### config.mk
export PLATFORM = sky130hd
export DESIGN_NAME = nibble_fetch_seq
export DESIGN_NICKNAME = d
export VERILOG_FILES = /design/src/rtl/nfs_pkg.sv /design/src/rtl/nfs_phase_ctr.sv /design/src/rtl/nfs_pc.sv /design/src/rtl/nfs_addr_drv.sv /design/src/rtl/nibble_fetch_seq.sv
export SDC_FILE = /design/constraint.sdc
export NUM_CORES = 1
export LEC_CHECK = 0
export CORE_ASPECT_RATIO = 1.4
export CORE_MARGIN = 3
export CORE_UTILIZATION = 58
export CTS_CLUSTER_SIZE = 12
export DETAILED_ROUTE_END_ITERATION = 8
export PLACE_DENSITY = 0.84
export SLEW_MARGIN = 20
export SYNTH_ARGS = -nofsm -noshare
export SYNTH_HDL_FRONTEND = slang
export SYNTH_SLANG_ARGS = --single-unit
### constraint.sdc
create_clock -name clk_i -period 3.8 [get_ports clk_i]
set_input_delay 0.38 -clock clk_i [delete_from_list [all_inputs] [get_ports clk_i]]
set_output_delay 0.38 -clock clk_i [all_outputs]
set_load 0.02 [all_outputs]
### src/rtl/nfs_pkg.sv
package nfs_pkg;
  localparam int unsigned NUM_PH = 8;
  localparam int unsigned PH_W   = $clog2(NUM_PH);

  typedef enum logic [PH_W-1:0] {
    PH_A1 = 3'd0,
    PH_A2 = 3'd1,
    PH_A3 = 3'd2,
    PH_M1 = 3'd3,
    PH_M2 = 3'd4,
    PH_X1 = 3'd5,
    PH_X2 = 3'd6,
    PH_X3 = 3'd7
  } phase_e;
endpackage

### src/rtl/nfs_phase_ctr.sv
module nfs_phase_ctr
  import nfs_pkg::*;
(
  input  logic   clk_i,
  input  logic   rst_ni,
  output phase_e phase_o,
  output logic   sync_o
);
  phase_e phase_q;
  logic   sync_q;

  always_ff @(posedge clk_i or negedge rst_ni) begin
    if (!rst_ni) begin
      phase_q <= PH_A1;
      sync_q  <= 1'b1;
    end else begin
      phase_q <= phase_e'(phase_q + 1'b1);
      sync_q  <= (phase_q == PH_X3);
    end
  end

  assign phase_o = phase_q;
  assign sync_o  = sync_q;


  cycle_wrap_chk: assert property (@(posedge clk_i) disable iff (!rst_ni)
    phase_q == PH_X3 |=> phase_q == PH_A1);


  sync_width_chk: assert property (@(posedge clk_i) disable iff (!rst_ni)
    sync_q |=> !sync_q);
endmodule

### src/rtl/nfs_pc.sv
module nfs_pc #(
  parameter int unsigned PC_W = 12
) (
  input  logic            clk_i,
  input  logic            rst_ni,
  input  logic            inc_i,
  input  logic            load_i,
  input  logic [PC_W-1:0] target_i,
  output logic [PC_W-1:0] pc_o
);
  logic [PC_W-1:0] pc_q;

  always_ff @(posedge clk_i or negedge rst_ni) begin
    if (!rst_ni)     pc_q <= '0;
    else if (load_i) pc_q <= target_i;
    else if (inc_i)  pc_q <= pc_q + PC_W'(1);
  end

  assign pc_o = pc_q;


  pc_step_chk: assert property (@(posedge clk_i) disable iff (!rst_ni)
    (inc_i && !load_i) |=> pc_q == $past(pc_q) + PC_W'(1));


  pc_hold_chk: assert property (@(posedge clk_i) disable iff (!rst_ni)
    (!inc_i && !load_i) |=> $stable(pc_q));


  pc_load_chk: assert property (@(posedge clk_i) disable iff (!rst_ni)
    load_i |=> pc_q == $past(target_i));
endmodule

### src/rtl/nfs_addr_drv.sv
module nfs_addr_drv
  import nfs_pkg::*;
#(
  parameter int unsigned PC_W  = 12,
  parameter int unsigned NIB_W = 4
) (
  input  phase_e           phase_i,
  input  logic [PC_W-1:0]  pc_i,
  output logic [NIB_W-1:0] bus_o,
  output logic             bus_oe_o
);
  localparam int unsigned ADDR_NIBS = PC_W / NIB_W;

  logic [NIB_W-1:0] nib [ADDR_NIBS];

  for (genvar g = 0; g < ADDR_NIBS; g++) begin : g_nib
    assign nib[g] = pc_i[g*NIB_W +: NIB_W];
  end

  // address phases start at A1, low nibble first
  always_comb begin
    bus_o    = '0;
    bus_oe_o = 1'b0;
    for (int k = 0; k < ADDR_NIBS; k++) begin
      if (phase_i == phase_e'(k)) begin
        bus_o    = nib[k];
        bus_oe_o = 1'b1;
      end
    end
  end
endmodule

### src/rtl/nibble_fetch_seq.sv
module nibble_fetch_seq
  import nfs_pkg::*;
#(
  parameter int unsigned PC_W   = 12,
  parameter int unsigned NIB_W  = 4,
  parameter logic [3:0]  JMP_OP = 4'h4
) (
  input  logic               clk_i,
  input  logic               rst_ni,
  input  logic [NIB_W-1:0]   bus_i,
  output logic [NIB_W-1:0]   bus_o,
  output logic               bus_oe_o,
  output logic               sync_o,
  output logic [2*NIB_W-1:0] instr_o,
  output logic [PH_W-1:0]    phase_o
);
  localparam int unsigned WORD_W = 2 * NIB_W;
  localparam int unsigned HI_W   = PC_W - WORD_W;

  phase_e            phase;
  logic [PC_W-1:0]   pc;
  logic [NIB_W-1:0]  ir_hi_q;
  logic [WORD_W-1:0] instr_q;
  logic              jmp_pend_q;
  logic [HI_W-1:0]   jmp_hi_q;
  logic [WORD_W-1:0] fetched;
  logic              end_m1, end_m2, pc_inc, pc_load;

  nfs_phase_ctr u_phase (
    .clk_i   (clk_i),
    .rst_ni  (rst_ni),
    .phase_o (phase),
    .sync_o  (sync_o)
  );

  assign end_m1  = (phase == PH_M1);
  assign end_m2  = (phase == PH_M2);
  assign fetched = {ir_hi_q, bus_i};
  assign pc_inc  = end_m2 && !jmp_pend_q;
  assign pc_load = end_m2 && jmp_pend_q;

  nfs_pc #(.PC_W(PC_W)) u_pc (
    .clk_i    (clk_i),
    .rst_ni   (rst_ni),
    .inc_i    (pc_inc),
    .load_i   (pc_load),
    .target_i ({jmp_hi_q, fetched}),
    .pc_o     (pc)
  );

  nfs_addr_drv #(.PC_W(PC_W), .NIB_W(NIB_W)) u_addr (
    .phase_i  (phase),
    .pc_i     (pc),
    .bus_o    (bus_o),
    .bus_oe_o (bus_oe_o)
  );

  always_ff @(posedge clk_i or negedge rst_ni) begin
    if (!rst_ni) begin
      ir_hi_q    <= '0;
      instr_q    <= '0;
      jmp_pend_q <= 1'b0;
      jmp_hi_q   <= '0;
    end else begin
      if (end_m1) ir_hi_q <= bus_i;
      if (end_m2) begin
        instr_q <= fetched;
        if (jmp_pend_q) begin
          jmp_pend_q <= 1'b0;  // operand word: never decoded
        end else if (fetched[WORD_W-1 -: 4] == JMP_OP) begin
          jmp_pend_q <= 1'b1;
          jmp_hi_q   <= fetched[HI_W-1:0];
        end
      end
    end
  end

  assign instr_o = instr_q;
  assign phase_o = phase;


  bus_release_chk: assert property (@(posedge clk_i) disable iff (!rst_ni)
    (phase == PH_M1 || phase == PH_M2) |-> !bus_oe_o);


  sync_drive_chk: assert property (@(posedge clk_i) disable iff (!rst_ni)
    sync_o |-> bus_oe_o);


  instr_hold_chk: assert property (@(posedge clk_i) disable iff (!rst_ni)
    (phase != PH_X1) |-> $stable(instr_o));


  pend_once_chk: assert property (@(posedge clk_i) disable iff (!rst_ni)
    (end_m2 && jmp_pend_q) |=> !jmp_pend_q);
endmodule

==> metrics <==
status=completed; Vias/cell=6.03; Skew-Pair Late Insertion Delay=~350 ps; ANT nets after route=0; buffer count from post-CTS setup fixing=0; FP Rows=22; Detail Route met2 WL=approximately 2000 µm; WP data arrival=approximately 2200 ps; Final Max Slew Viols=0; peak supply drop=approximately 0.34 mV; first-pass GRT wire length=6770 µm; DR WL/cell=between 15 and 20 µm; clk buf depth=2; startpoint types=register; syn_nets=between 150 and 200; Final TNS setup=0 ps; critical path class=reg2out; YS warnings=0; Mapped Cells=approximately 180; final hold vios=0; Synth Area per Inst=9.51 µm²; Seq cells post-synth=33; netlist area before placement=approximately 0.0017 mm²; Post-Layout Cell Count=235; TritonCTS clock tree=built; DP Wirelength=between 2000 and 3000 µm; Leakage=0.894 nW; DR top layer=met4; Final period util=0.686; Top Ports=23; drt total wl=approximately 3900 µm; Yosys cell types=36; Post-Route Skew=around 11 ps; most frequent CP cell=a21oi_1; PortBufs=22; worst-margin pin slew=roughly 820 ps; post-synthesis sequential area ratio=0.494; total of max-cap violations=0; placed cell count=about 230; Die Area=around 0.0036 mm²; family with the most delay on the worst path=buffers and inverters; H-tree depth=2; remaining routing DRC violations=0; minimum clock period=between 2000 and 3000 ps; r2r setup slk=1540 ps; most frequent cells in the layout=nand2_1 (34), dfrtp_1 (32), clkdlybuf4s50_1 (22); most common cell after layout, fill and taps aside=nand2_1; Core Area=approximately 0.0027 mm²; # clock sinks=33; n_diodes=0; Critical Path RT=between 3000 and 4000 ps; FMAX=0.384 GHz; hold_buf cts=0; worst-path fanout max=8; first drt pass iteration count=4; Design Area, Final=0.00200 mm²; final setup fails=0; cts bufs inserted=5; layout cell share with drive strength beyond 1=0.101; dpl cell area=between 0.0015 and 0.002 mm²; Initial Utilization=0.621; RePlAce Congestion=between 0.8 and 0.9; via count=1417; clock-pin slew of the registers on the worst-case setup and hold paths=between 100 and 150 ps; GRT Residual Overflow=0; Root Buffer=clkbuf_4; HP Class=in2async; initial antenna violation count=0; Die Ht=around 70 µm; vias in the first global route=between 1000 and 1500; worst-path cell chain=inv_1 -> ha_1 -> nand3b_1 -> a21oi_1 -> a21oi_1 -> nor2_1 -> clkdlybuf4s50_1; relative slew slack=0.450; Critical path buffers and inverters=2; Critical Path End Type=primary output; largest net degree at the start of global routing=34; unrepaired setup endpoints after global routing=false; CP peak stage delay=between 600 and 700 ps; Sequential cell area=~830 µm²; Synth-to-Final Area Change=19.7%; Slowest-stage cell, CP=clkdlybuf4s50_1; area occupied by multi-input gates=roughly 790 µm²; GRT Util Overall=0.249; Detailed Route Iter0 Violations=63; post-CTS sizing=0; # nets final=about 210; Met3 Routed Length=~210 µm; wl on met1=1560 µm; Die X=51.4 µm; FILL cells=around 210; Pwr Density=slightly below 400 mW/mm²
-- synth_stat cells, drive strengths merged --
cell type  count  area [µm²]
nand4          1        6.26
a21o           2        15.0
clkbuf         4        15.0
nor2b          1        6.26
dfrtp         32         801
nor3           5        36.3
nand3b         4        30.0
nand2         34         128
nor3b          1        7.51
a31oi          4        25.0
nor4           1        6.26
and3           1        6.26
ha             7        87.6
a2bb2oi        1        8.76
mux2           8        90.1
a21oi         16        80.1
nand3          8        40.0
o21a           2        15.0
mux2i          3        30.0
or4            1        7.51
nor2          10        37.5
o22a           1        8.76
dfstp          1        26.3
inv            6        22.5
o22ai          1        6.26
or3            1        6.26
nor4b          1        8.76
a211oi         1        7.51
and2           1        6.26
or4b           1        13.8
a311oi         2        17.5
a221oi         1        8.76
buf            4        17.5
o21ai          9        45.0
-- final timing paths --
check | startpoint | endpoint | cells after the start
max | u_phase.phase_o[1]$_DFF_PN0_ | bus_o[1] | 7
min | rst_ni | u_pc.pc_o[1]$_DFFE_PN0P_ | 2
max reg2reg | u_phase.phase_o[0]$_DFF_PN0_ | jmp_hi_q[0]$_DFFE_PN0P_ | 5
min reg2reg | instr_o[0]$_DFFE_PN0N_ | instr_o[0]$_DFFE_PN0N_ | 2
max in group asynchronous | rst_ni | u_phase.sync_o$_DFF_PN1_ | 2
min in group clk_i | instr_o[0]$_DFFE_PN0N_ | instr_o[0]$_DFFE_PN0N_ | 2
-- power breakdown --
group	switching, mW	internal, mW
sequential	0.0321	0.375
clock	0.127	0.156
combinational	0.0528	0.0465
-- per-stage QoR --
stage	worst slack (ps)	hold WS [ps]	power [mW]	util
2_1_floorplan	1960	84.4	0.463	-
3_3_place_gp	1640	462	0.506	0.710
3_5_place_dp	1540	469	0.513	0.710
4_1_cts	1190	425	0.792	0.743
5_1_grt	1000	442	0.824	0.743
6_report	1190	416	0.790	0.743
-- worst register-to-register path, stage by stage (launching register included) --
cell and delay (ps):
dfrtp_1 430, inv_1 120, ha_1 260, nand2_1 510
nor3_4 460, mux2_2 380
-- metal layers --
| metal | vias up | track usage |
|---|---|---|
| li1 | 659 | - |
| met1 | 689 | 0.310 |
| met2 | 58 | 0.424 |
| met3 | 11 | 0.0559 |
| met4 | 0 | 0.0729 |
| met5 | - | 0 |
-- state kept, by name (all words and copies together) (netlist names) --
name,cells
instr_o,8
ir_hi_q,4
jmp_hi_q,4
jmp_pend_q,1
u_pc.pc_o,12
u_phase.phase_o,3
u_phase.sync_o,1
-- final cells by class --
type / count / share of cell area
multi-input combinational: 129 / 0.395
clock buffer: 6 / 0.0256
timing repair buffer: 23 / 0.114
tap: 36 / 0.0225
inverter: 6 / 0.0112
sequential: 33 / 0.413
clock inverter: 2 / 0.0187
-- cell families after synthesis --
family          count (synthesis)  share of synthesized area
flops                          33                      0.494
mux                            11                     0.0718
buf+inv                        14                     0.0329
fa+ha+maj                       7                     0.0523
compound gates                 40                      0.142
simple gates                   71                      0.207
No activity file was read; power rests on OpenSTA's default activity.
